==> src/rtl/rate_los_select.sv <==
module rate_los_select #(
  parameter int AW = 4,
  parameter int DW = 8,
  parameter int NREG = 12,
  parameter int BW_W = 4,
  parameter int LOS_W = 7,
  parameter int PE_W = 4,
  parameter int PE_MAX = 8,
  parameter int BW_BASE = 4,
  parameter int LOS_BASE = 8,
  parameter logic [BW_W-1:0] BW_DEF_A = 4'd3,
  parameter logic [BW_W-1:0] BW_DEF_B = 4'd7,
  parameter logic [BW_W-1:0] BW_DEF_C = 4'd11,
  parameter logic [BW_W-1:0] BW_DEF_D = 4'd15,
  parameter logic [LOS_W-1:0] LOS_DEF_A = 7'd20,
  parameter logic [LOS_W-1:0] LOS_DEF_B = 7'd45,
  parameter logic [LOS_W-1:0] LOS_DEF_C = 7'd80,
  parameter logic [LOS_W-1:0] LOS_DEF_D = 7'd110
) (
  input  logic             clk,
  input  logic             rst_n,
  input  logic [1:0]       rate_pins,
  input  logic             wr_en,
  input  logic [AW-1:0]    wr_addr,
  input  logic [DW-1:0]    wr_data,
  output logic [BW_W-1:0]  bw_code,
  output logic [LOS_W-1:0] los_code,
  output logic             los_hi_range,
  output logic             oc_dis,
  output logic [DW-1:0]    th_code,
  output logic [PE_W-1:0]  pe_db,
  output logic [2:0]       amp_sel
);
  localparam int SEL_BIT = DW - 1;

  logic [DW-1:0] regs_q [NREG];
  logic [DW-1:0] regs_d [NREG];
  logic [1:0] slot;
  logic [BW_W-1:0] bw_dflt, bw_d;
  logic [LOS_W-1:0] los_dflt, los_d;
  logic [PE_W-1:0] pe_raw, pe_d;
  logic [2:0] amp_d;
  logic [1:0] live_q;

  always_comb begin
    for (int i = 0; i < NREG; i++) begin
      regs_d[i] = regs_q[i];
      if (wr_en && int'(wr_addr) == i) regs_d[i] = wr_data;
    end
  end

  assign slot = {rate_pins[1], rate_pins[1] ^ rate_pins[0]};

  always_comb begin
    case (slot)
      2'd0: begin bw_dflt = BW_DEF_A; los_dflt = LOS_DEF_A; end
      2'd1: begin bw_dflt = BW_DEF_B; los_dflt = LOS_DEF_B; end
      2'd2: begin bw_dflt = BW_DEF_C; los_dflt = LOS_DEF_C; end
      default: begin bw_dflt = BW_DEF_D; los_dflt = LOS_DEF_D; end
    endcase
  end

  assign bw_d  = regs_d[BW_BASE][SEL_BIT]  ? regs_d[BW_BASE + int'(slot)][BW_W-1:0]   : bw_dflt;
  assign los_d = regs_d[LOS_BASE][SEL_BIT] ? regs_d[LOS_BASE + int'(slot)][LOS_W-1:0] : los_dflt;

  assign pe_raw = regs_d[2][PE_W-1:0];
  assign pe_d   = (int'(pe_raw) > PE_MAX) ? PE_W'(PE_MAX) : pe_raw;

  always_comb begin
    case (regs_d[3][1:0])
      2'b00:   amp_d = 3'b001;
      2'b01:   amp_d = 3'b010;
      default: amp_d = 3'b100;
    endcase
  end

  always_ff @(posedge clk) begin
    if (!rst_n) begin
      for (int i = 0; i < NREG; i++) regs_q[i] <= '0;
      bw_code      <= '0;
      los_code     <= '0;
      los_hi_range <= 1'b0;
      oc_dis       <= 1'b0;
      th_code      <= '0;
      pe_db        <= '0;
      amp_sel      <= '0;
      live_q       <= '0;
    end else begin
      for (int i = 0; i < NREG; i++) regs_q[i] <= regs_d[i];
      bw_code      <= bw_d;
      los_code     <= los_d;
      los_hi_range <= regs_d[0][2];
      oc_dis       <= regs_d[0][1];
      th_code      <= regs_d[1];
      pe_db        <= pe_d;
      amp_sel      <= amp_d;
      live_q       <= {live_q[0], 1'b1};
    end
  end


  pe_clamp_chk: assert property (@(posedge clk) disable iff (!rst_n)
    (wr_en && wr_addr == AW'(2) && int'(wr_data[PE_W-1:0]) > PE_MAX) |=> (int'(pe_db) == PE_MAX));


  amp_top_chk: assert property (@(posedge clk) disable iff (!rst_n)
    (wr_en && wr_addr == AW'(3) && wr_data[1:0] == 2'b11) |=> (amp_sel == 3'b100));


  bank_d_chk: assert property (@(posedge clk) disable iff (!rst_n)
    (live_q[0] && !wr_en && rate_pins == 2'b10 && regs_q[BW_BASE][SEL_BIT])
      |=> (bw_code == regs_q[BW_BASE + 3][BW_W-1:0]));


  hold_chk: assert property (@(posedge clk) disable iff (!rst_n)
    (live_q[1] && !$past(wr_en) && $stable(rate_pins) && $past(rate_pins) == rate_pins && $past(rst_n))
      |-> ($stable(bw_code) || !$stable($past(rate_pins))));


  hold_all_chk: assert property (@(posedge clk) disable iff (!rst_n)
    (live_q[0] && !wr_en && $stable(rate_pins))
      |=> ($stable(th_code) && $stable(pe_db) && $stable(amp_sel) && $stable(oc_dis)));
endmodule

==> config.mk <==
export PLATFORM = sky130hd
export DESIGN_NAME = rate_los_select
export DESIGN_NICKNAME = d
export VERILOG_FILES = /design/src/rtl/rate_los_select.sv
export SDC_FILE = /design/constraint.sdc
export NUM_CORES = 1
export LEC_CHECK = 0
export ABC_AREA = 0
export BUFFER_PORTS_ARGS = -buffer_cell sky130_fd_sc_hd__clkbuf_2
export CORE_ASPECT_RATIO = 0.7
export CORE_MARGIN = 4
export CORE_UTILIZATION = 28
export DETAILED_ROUTE_END_ITERATION = 16
export SLEW_MARGIN = 20
export SYNTH_ARGS = -nofsm -noshare
export SYNTH_HDL_FRONTEND = slang
export SYNTH_SLANG_ARGS = --single-unit
==> constraint.sdc <==
create_clock -name clk -period 5.08 [get_ports clk]
set_input_delay 0.254 -clock clk [delete_from_list [all_inputs] [get_ports clk]]
set_output_delay 0.254 -clock clk [all_outputs]
set_load 0.02 [all_outputs]
==> results by group, run 1 <==
Synthesis
  – Post-synth net total: 461
  – Simple logic cell fraction of the synthesized area: 24.2%
  – Synthesis-stage register bit count: 79
  – Ys Warns: 0
  – Cell with the most instances after synthesis: dfxtp_1
  – Cells after synthesis: 440
  – Synth top cells by count: dfxtp_1, nand2_1, nor2_1, a21oi_1, mux2i_1
  – EDFF count, synth: 0
  – Post-synth cell types: 59
  – Largest family of logic cells by synthesized area: simple AND/OR/NAND/NOR gates
  – Post-synthesis instance area: 3720 µm²
  – Dominant synthesized flop cell: dfxtp_1
  – Post-synthesis adder-cell area fraction: 1.34%
  – Synth Area in Compound Gates: 16.2%
  – Avg Cell Area, Syn: 8.46 µm²
  – Register area share after synthesis: 42.5%
  – Post-synth ARST share: 0%
  – Mux contribution to synthesized area: 8.84%
  – Area contributors post-synth: dfxtp_1, mux2i_1, nand2_1, nor2_1, a21oi_1
  – Post-synth top area cell: dfxtp_1
  – Synth Area in XOR/XNOR: 0.470%
  – Area fraction of the dominant cell type after synthesis: between 40 and 50%

Layout
  – NumNets Final: between 400 and 500
  – Share of cells above drive strength 1: 16.9%
  – Area grow syn2layout: 13.9%
  – Multi-input gate area: 1900 µm²
  – Filler cell count: about 1300
  – Seq. cell area: 1580 µm²
  – Diode count: 0
  – Fin area: between 4000 and 5000 µm²
  – Post-layout util: 33.3%
  – Layout Cells excl Fill: 624

Timing
  – Hold slack: 264 ps
  – Worst Slack Setup Final: 2370 ps
  – TNS Setup: 0 ps
  – Crit path time final: ~2700 ps
  – Count of final setup violators: 0
  – Unrepaired setup endpoints after global routing: no
  – Count of pins over their slew limit: 0
  – Period utilization: 53.3%
  – Relative slew slack: 29.2%
  – Worst Tran Pin Value: 1060 ps
  – Final Hold Vio Count: 0
  – Fmax: between 300 and 400 MHz
  – Clk_skew: 5.20 ps

Run status
  – Status: finished, final reports clean

Die
  – Die width: 146 µm
  – Die Height: ~100 µm
  – Top-Level Pins: 45
  – Core area: 12700 µm²
  – Row count: 34
  – Die ar.: ~15000 µm²
  – Initial Utilization: between 20% and 30%

Route
  – Drt drc: 0
  – Vias per cell: 5.29
  – Drt total wl: 10.5 mm
  – First DRT Iteration DRCs: 307
  – Initial DRT Pass Iterations: 4
  – Final ANT Viol Nets: 0
  – Avg WL per Cell: approximately 17 µm
  – Vias: 3302

Placed design
  – GP Congestion: between 0.8 and 0.9
  – DP Worst Slack: 2100 ps
  – IO Port Bufs: 44
  – Cell Area, Placed: around 4000 µm²
  – HPWL Detailed: 7.22 mm
  – Placed cell count: 608

Setup path
  – R2r worst-path depth: 3
  – WP data required: 5270 ps
  – Critical Path, Cell by Cell: clkbuf_2 > ha_1 > xnor2_1 > or4_1 > o311ai_0 > a311oi_1
  – Crit path max-delay family: adder cells
  – FF-to-FF Start: regs_q[2][18]$_SDFF_PN0_
  – Worst EP arrival: 2890 ps
  – Crit path capture type: register
  – R2R Setup Slk: 3780 ps
  – Worst path buffer plus inverter count: 1
  – Top fanout value on the critical path: 34
  – Slowest cell on the critical path: ha_1
  – Startpoint Class: input port
  – WS Path Type: in2reg
  – FF-to-FF End: los_code[2]$_SDFF_PN0_
  – CP max stage delay: ~1100 ps

CTS
  – Inserted Clock Buffers: 9
  – Post-CTS Hold Buffers: 0
  – H-Tree Level Count: 3
  – CTS Root Cell: clkbuf_16
  – Clk Latency, worst-skew pair: approximately 340 ps
  – Clock tree buffer depth: 2
  – CTS tree: built
  – Clk sinks: 79
  – Clock transition at path regs: 60 ps
  – CTS resizes: 0
  – Postcts setup bufs: 0

Global routing
  – Largest net degree at the start of global routing: between 70 and 80
  – Vias in the first global route: 3062
  – Antenna violations before repair: 0
  – Tot GR Track Use: between 10% and 20%
  – First-pass GRT wire length: 16.8 mm
  – Overflow after GRT: 0

Hold path
  – Hold path start: wr_data[5]
  – Hold Crit Endpoint: regs_q[2][5]$_SDFF_PN0_
  – Hold path depth: 3
  – Hold WC Path Type: in2reg

Power
  – PD cells: approximately 340 nW/µm²
  – Leak: 1.51 nW
  – Peak supply drop: 0.150 mV
  – Total power: 1.43 mW

Flow run
  – Max-Cap Viols: 0
registers in the layout (all words and copies together) (netlist names):
register,flops
los_code,7
regs_q,54
th_code,7
amp_sel,3
pe_db,4
bw_code,4
metal layers:
layer / vias to the layer above / part of all wire, % / global-route usage (%)
met4: 0 / 1.8 / 4.61
met2: 145 / 37 / 18.0
met1: 1563 / 52 / 21.5
met3: 24 / 9.3 / 4.40
met5: - / 0 / 0
li1: 1570 / - / -
layout make-up:
cell class                 count  area share, %
multi-input combinational    313           44.8
sequential                    79           37.3
timing repair buffer          46           5.55
clock buffer                  11           5.49
tap                          162           4.78
clock inverter                 5           1.39
inverter                       8          0.708
worst register-to-register path, stage by stage, from the launching register on:
cell	delay (ps)
dfxtp_1	320
o311ai_0	450
o21ai_0	160
a32o_1	250
worst max-delay path by stage:
stage                       from                     end  slack (ps)  cells past startpoint
finish              rate_pins[1]  los_code[6]$_SDFF_PN0_        2370                      6
floorplan           rate_pins[0]   bw_code[3]$_SDFF_PN0_        3270                      8
global placement    rate_pins[1]  los_code[6]$_SDFF_PN0_        2170                      6
detailed placement  rate_pins[1]  los_code[6]$_SDFF_PN0_        2100                      6
CTS                 rate_pins[1]  los_code[6]$_SDFF_PN0_        2460                      6
global route        rate_pins[1]  los_code[5]$_SDFF_PN0_        2150                      6
layout by cell type, fill, tap and decap left out, types with 5 or more instances in the layout:
cell and n:
o32a_1 5, a31oi_1 7, inv_1 6, o21ai_0 12, clkbuf_2 44, a21oi_1 37, or3_1 10, nor2_1 50
dfxtp_1 79, nor3_1 18, nand3_1 7, clkbuf_16 9, nand2_1 68, mux2i_1 27
kinds of logic after synthesis:
kind of cell,count (synthesis)
muxes,31
and+or+nand+nor,184
buffers and inverters,48
adders and majority gates,4
DFF,79
AOI/OAI and AO/OA,92
xor gates and xnor gates,2
power by group:
part           internal (mW)  switching, mW  leakage (nW)
clock network          0.381          0.256         0.136
registers              0.633        0.00656         0.641
logic                 0.0481          0.106         0.734
No activity file was read; power rests on OpenSTA's default activity.
==> run 2, diff against run 1 <==
- clock period: 5.08 -> 2.8 ns (I/O delays scaled with it)
==> run 2 against run 1 <==
Net effect:
- non-clock buffer count is 6 higher
- setup slack got worse by 1300 ps
- via count is 1.1% lower
- clock skew grew 1.7 ps
- die area did not move
- critical path depth did not move
- critical endpoint is now bw_code[0]$_SDFF_PN0_
- sequential power grew 81%
- first-iteration DRC count shrank 18%
- global-route usage fell by 0.31 points
==> results by group, run 2 (same netlist as run 1, synthesis figures left out) <==
Run status
  – Status: finished, final reports clean

Global routing
  – First-pass GRT wire length: 16.7 mm (-0.61%)
  – Tot GR Track Use: 13.7% (-0.31 points)
  – Vias in the first global route: 3140 (+2.5%)
  – Overflow after GRT: 0 (unchanged)
  – Antenna violations before repair: 1 (+1)
  – Largest net degree at the start of global routing: 61 (-16%)

Power
  – Clk pwr share: 48.3% (+3.8 points)
  – NetSw: 0.680 mW (+85%)
  – Comb pwr share: 10.2% (-0.6 points)
  – Sw Ratio: 24.3% (-1.4 points)
  – PD cells: 643 nW/µm² (+91%)
  – Leak: 1.57 nW (+4.1%)
  – Sequential Power Share: 41.5% (-3.2 points)
  – Cell Int Power: 2.11 mW (+99%)
  – Peak supply drop: 0.281 mV (+87%)

Setup path
  – Worst path buffer plus inverter count: 1 (unchanged)
  – Worst EP arrival: 1900 ps (-990 ps)
  – WP data required: 2970 ps (-2300 ps)
  – Top fanout value on the critical path: 17 (-50%)
  – Startpoint Class: input port
  – Crit path capture type: register
  – Crit path max-delay family: simple AND/OR/NAND/NOR gates
  – CP max stage delay: 480 ps (-660 ps)
  – WS Path Type: in2reg
  – Critical Path Start: wr_addr[0]
  – Slowest cell on the critical path: or3b_4
  – FF-to-FF Start: regs_q[2][10]$_SDFF_PN0_
  – Critical Path, Cell by Cell: clkbuf_2 > or3b_4 > or2_1 > mux2i_4 > a31oi_1 > a21oi_1

Timing
  – Count of final setup violators: 0 (unchanged)
  – Final Hold Vio Count: 0 (unchanged)
  – Unrepaired setup endpoints after global routing: no
  – Crit path time final: 1730 ps
  – Relative slew slack: 32.6% (+3.4 points)
  – Clk_skew: 6.89 ps (+1.69 ps)
  – Worst Slack Setup Final: 1070 ps (-1310 ps)
  – Count of pins over their slew limit: 0 (unchanged)
  – Fmax: approximately 580 MHz
  – Period utilization: 61.9%
  – TNS Setup: 0 ps (unchanged)
  – Worst Tran Pin Value: 1010 ps (-52.4 ps)

Flow run
  – Max-Cap Viols: 0 (unchanged)

Layout
  – Area grow syn2layout: 16.5%
  – NumNets Final: 484 (+1.3%)
  – Most frequent cells in the layout: dfxtp_1, nand2_1, nor2_1, clkbuf_2, a21oi_1
  – Share of cells above drive strength 1: 18.4% (+1.5 points)
  – Largest register FFs: 54 (unchanged)
  – Leading cell type in the layout, fill and taps excluded: dfxtp_1
  – Diode count: 0 (unchanged)
  – Top reg by flops: regs_q
  – Filler cell count: 1339 (+0.53%)
  – Biggest regs: regs_q (54), los_code (7), th_code (7)

Die
  – Row count: 34 (unchanged)
  – Die width: 146 µm (unchanged)
  – Die Height: 104 µm (unchanged)
  – Initial Utilization: 29.3% (unchanged)
  – Die ar.: 15200 µm² (unchanged)
  – Top-Level Pins: 45 (unchanged)
  – Core area: 12700 µm² (unchanged)

CTS
  – Inserted Clock Buffers: 9 (unchanged)
  – Postcts setup bufs: 0 (unchanged)
  – CTS resizes: 0 (unchanged)
  – Post-CTS Hold Buffers: 0 (unchanged)
  – Clock tree buffer depth: 2 (unchanged)
  – Clk Latency, worst-skew pair: 340 ps (about the same)
  – H-Tree Level Count: 3 (unchanged)
  – CTS Root Cell: clkbuf_16
  – Clk sinks: 79 (unchanged)
  – CTS tree: built
  – Clock transition at path regs: 60 ps (about the same)

Route
  – Drt drc: 0 (unchanged)
  – Final ANT Viol Nets: 0 (unchanged)
  – Avg WL per Cell: 16.3 µm (-3.4%)
  – Drt total wl: 10.3 mm (-2.4%)
  – First DRT Iteration DRCs: 251 (-18%)
  – Initial DRT Pass Iterations: 4 (unchanged)
  – Vias: 3267 (-1.1%)
  – Vias per cell: 5.19 (-2.0%)

Hold path
  – Hold WC Path Type: in2reg
  – Hold path start: wr_data[5]

Placed design
  – HPWL Detailed: 7.13 mm (-1.2%)
  – IO Port Bufs: 44 (unchanged)
  – DP Worst Slack: 757 ps (-1350 ps)
  – GP Congestion: 0.860 (-2.0%)
-- run 2: metal layers --
metal  part of all wire (%)  GRT usage, %  vias to the layer above
met3                    9.0          5.62                       15
li1                       -             -                     1589
met4                    1.1          3.73                        2
met1                     51          20.1                     1513
met2                     38          18.1                      148
met5                  0.068             0                        -
-- run 2: area by class of cell --
cell class / instances / area, µm² / share of cell area, %
Timing Repair Buffer: 52 / 280 / 6.46
Multi-Input combinational cell: 313 / 1900 / 43.8
Inverter: 8 / 30.0 / 0.692
Clock inverter: 7 / 120 / 2.77
Clock buffer: 9 / 225 / 5.19
Tap cell: 162 / 203 / 4.67
Sequential cell: 79 / 1580 / 36.4
-- run 2: power by group through the flow --
stage          logic, mW  clock network [mW]  registers (mW)
2_1_floorplan      0.177                   0            1.20
3_3_place_gp       0.279                   0            1.18
3_5_place_dp       0.280                   0            1.18
4_1_cts            0.281                1.38            1.16
5_1_grt            0.309                1.43            1.16
6_report           0.284                1.35            1.16
-- run 2: metrics by stage --
| step | area (µm²) | util [%] | std cells | hold WS (ps) | power, mW |
|---|---|---|---|---|---|
| detailed placement | 3990 | 31.4 | 614 | 449 | 1.47 |
| CTS | 4340 | 34.1 | 630 | 127 | 2.82 |
| finish | 4340 | 34.1 | 630 | 150 | 2.79 |
| global placement | 3990 | 31.4 | 614 | 442 | 1.46 |
| global route | 4340 | 34.1 | 630 | 151 | 2.90 |
| floorplan | 3720 | - | 440 | 268 | 1.38 |
-- run 2: worst reg2reg max path: stages, from the launching register on --
cell and delay (ps):
dfxtp_1 320, o32ai_1 460, o21ai_0 170, a32o_1 240
-- run 2: final timing paths --
path / endpoint / slack, ps / depth (start not counted)
worst max-delay path: bw_code[0]$_SDFF_PN0_ / 1070 / 6
worst min-delay path: regs_q[2][29]$_SDFF_PN0_ / 150 / 3
worst max register to register: los_code[2]$_SDFF_PN0_ / 1510 / 3
worst min register to register: regs_q[2][3]$_SDFF_PN0_ / 460 / 2
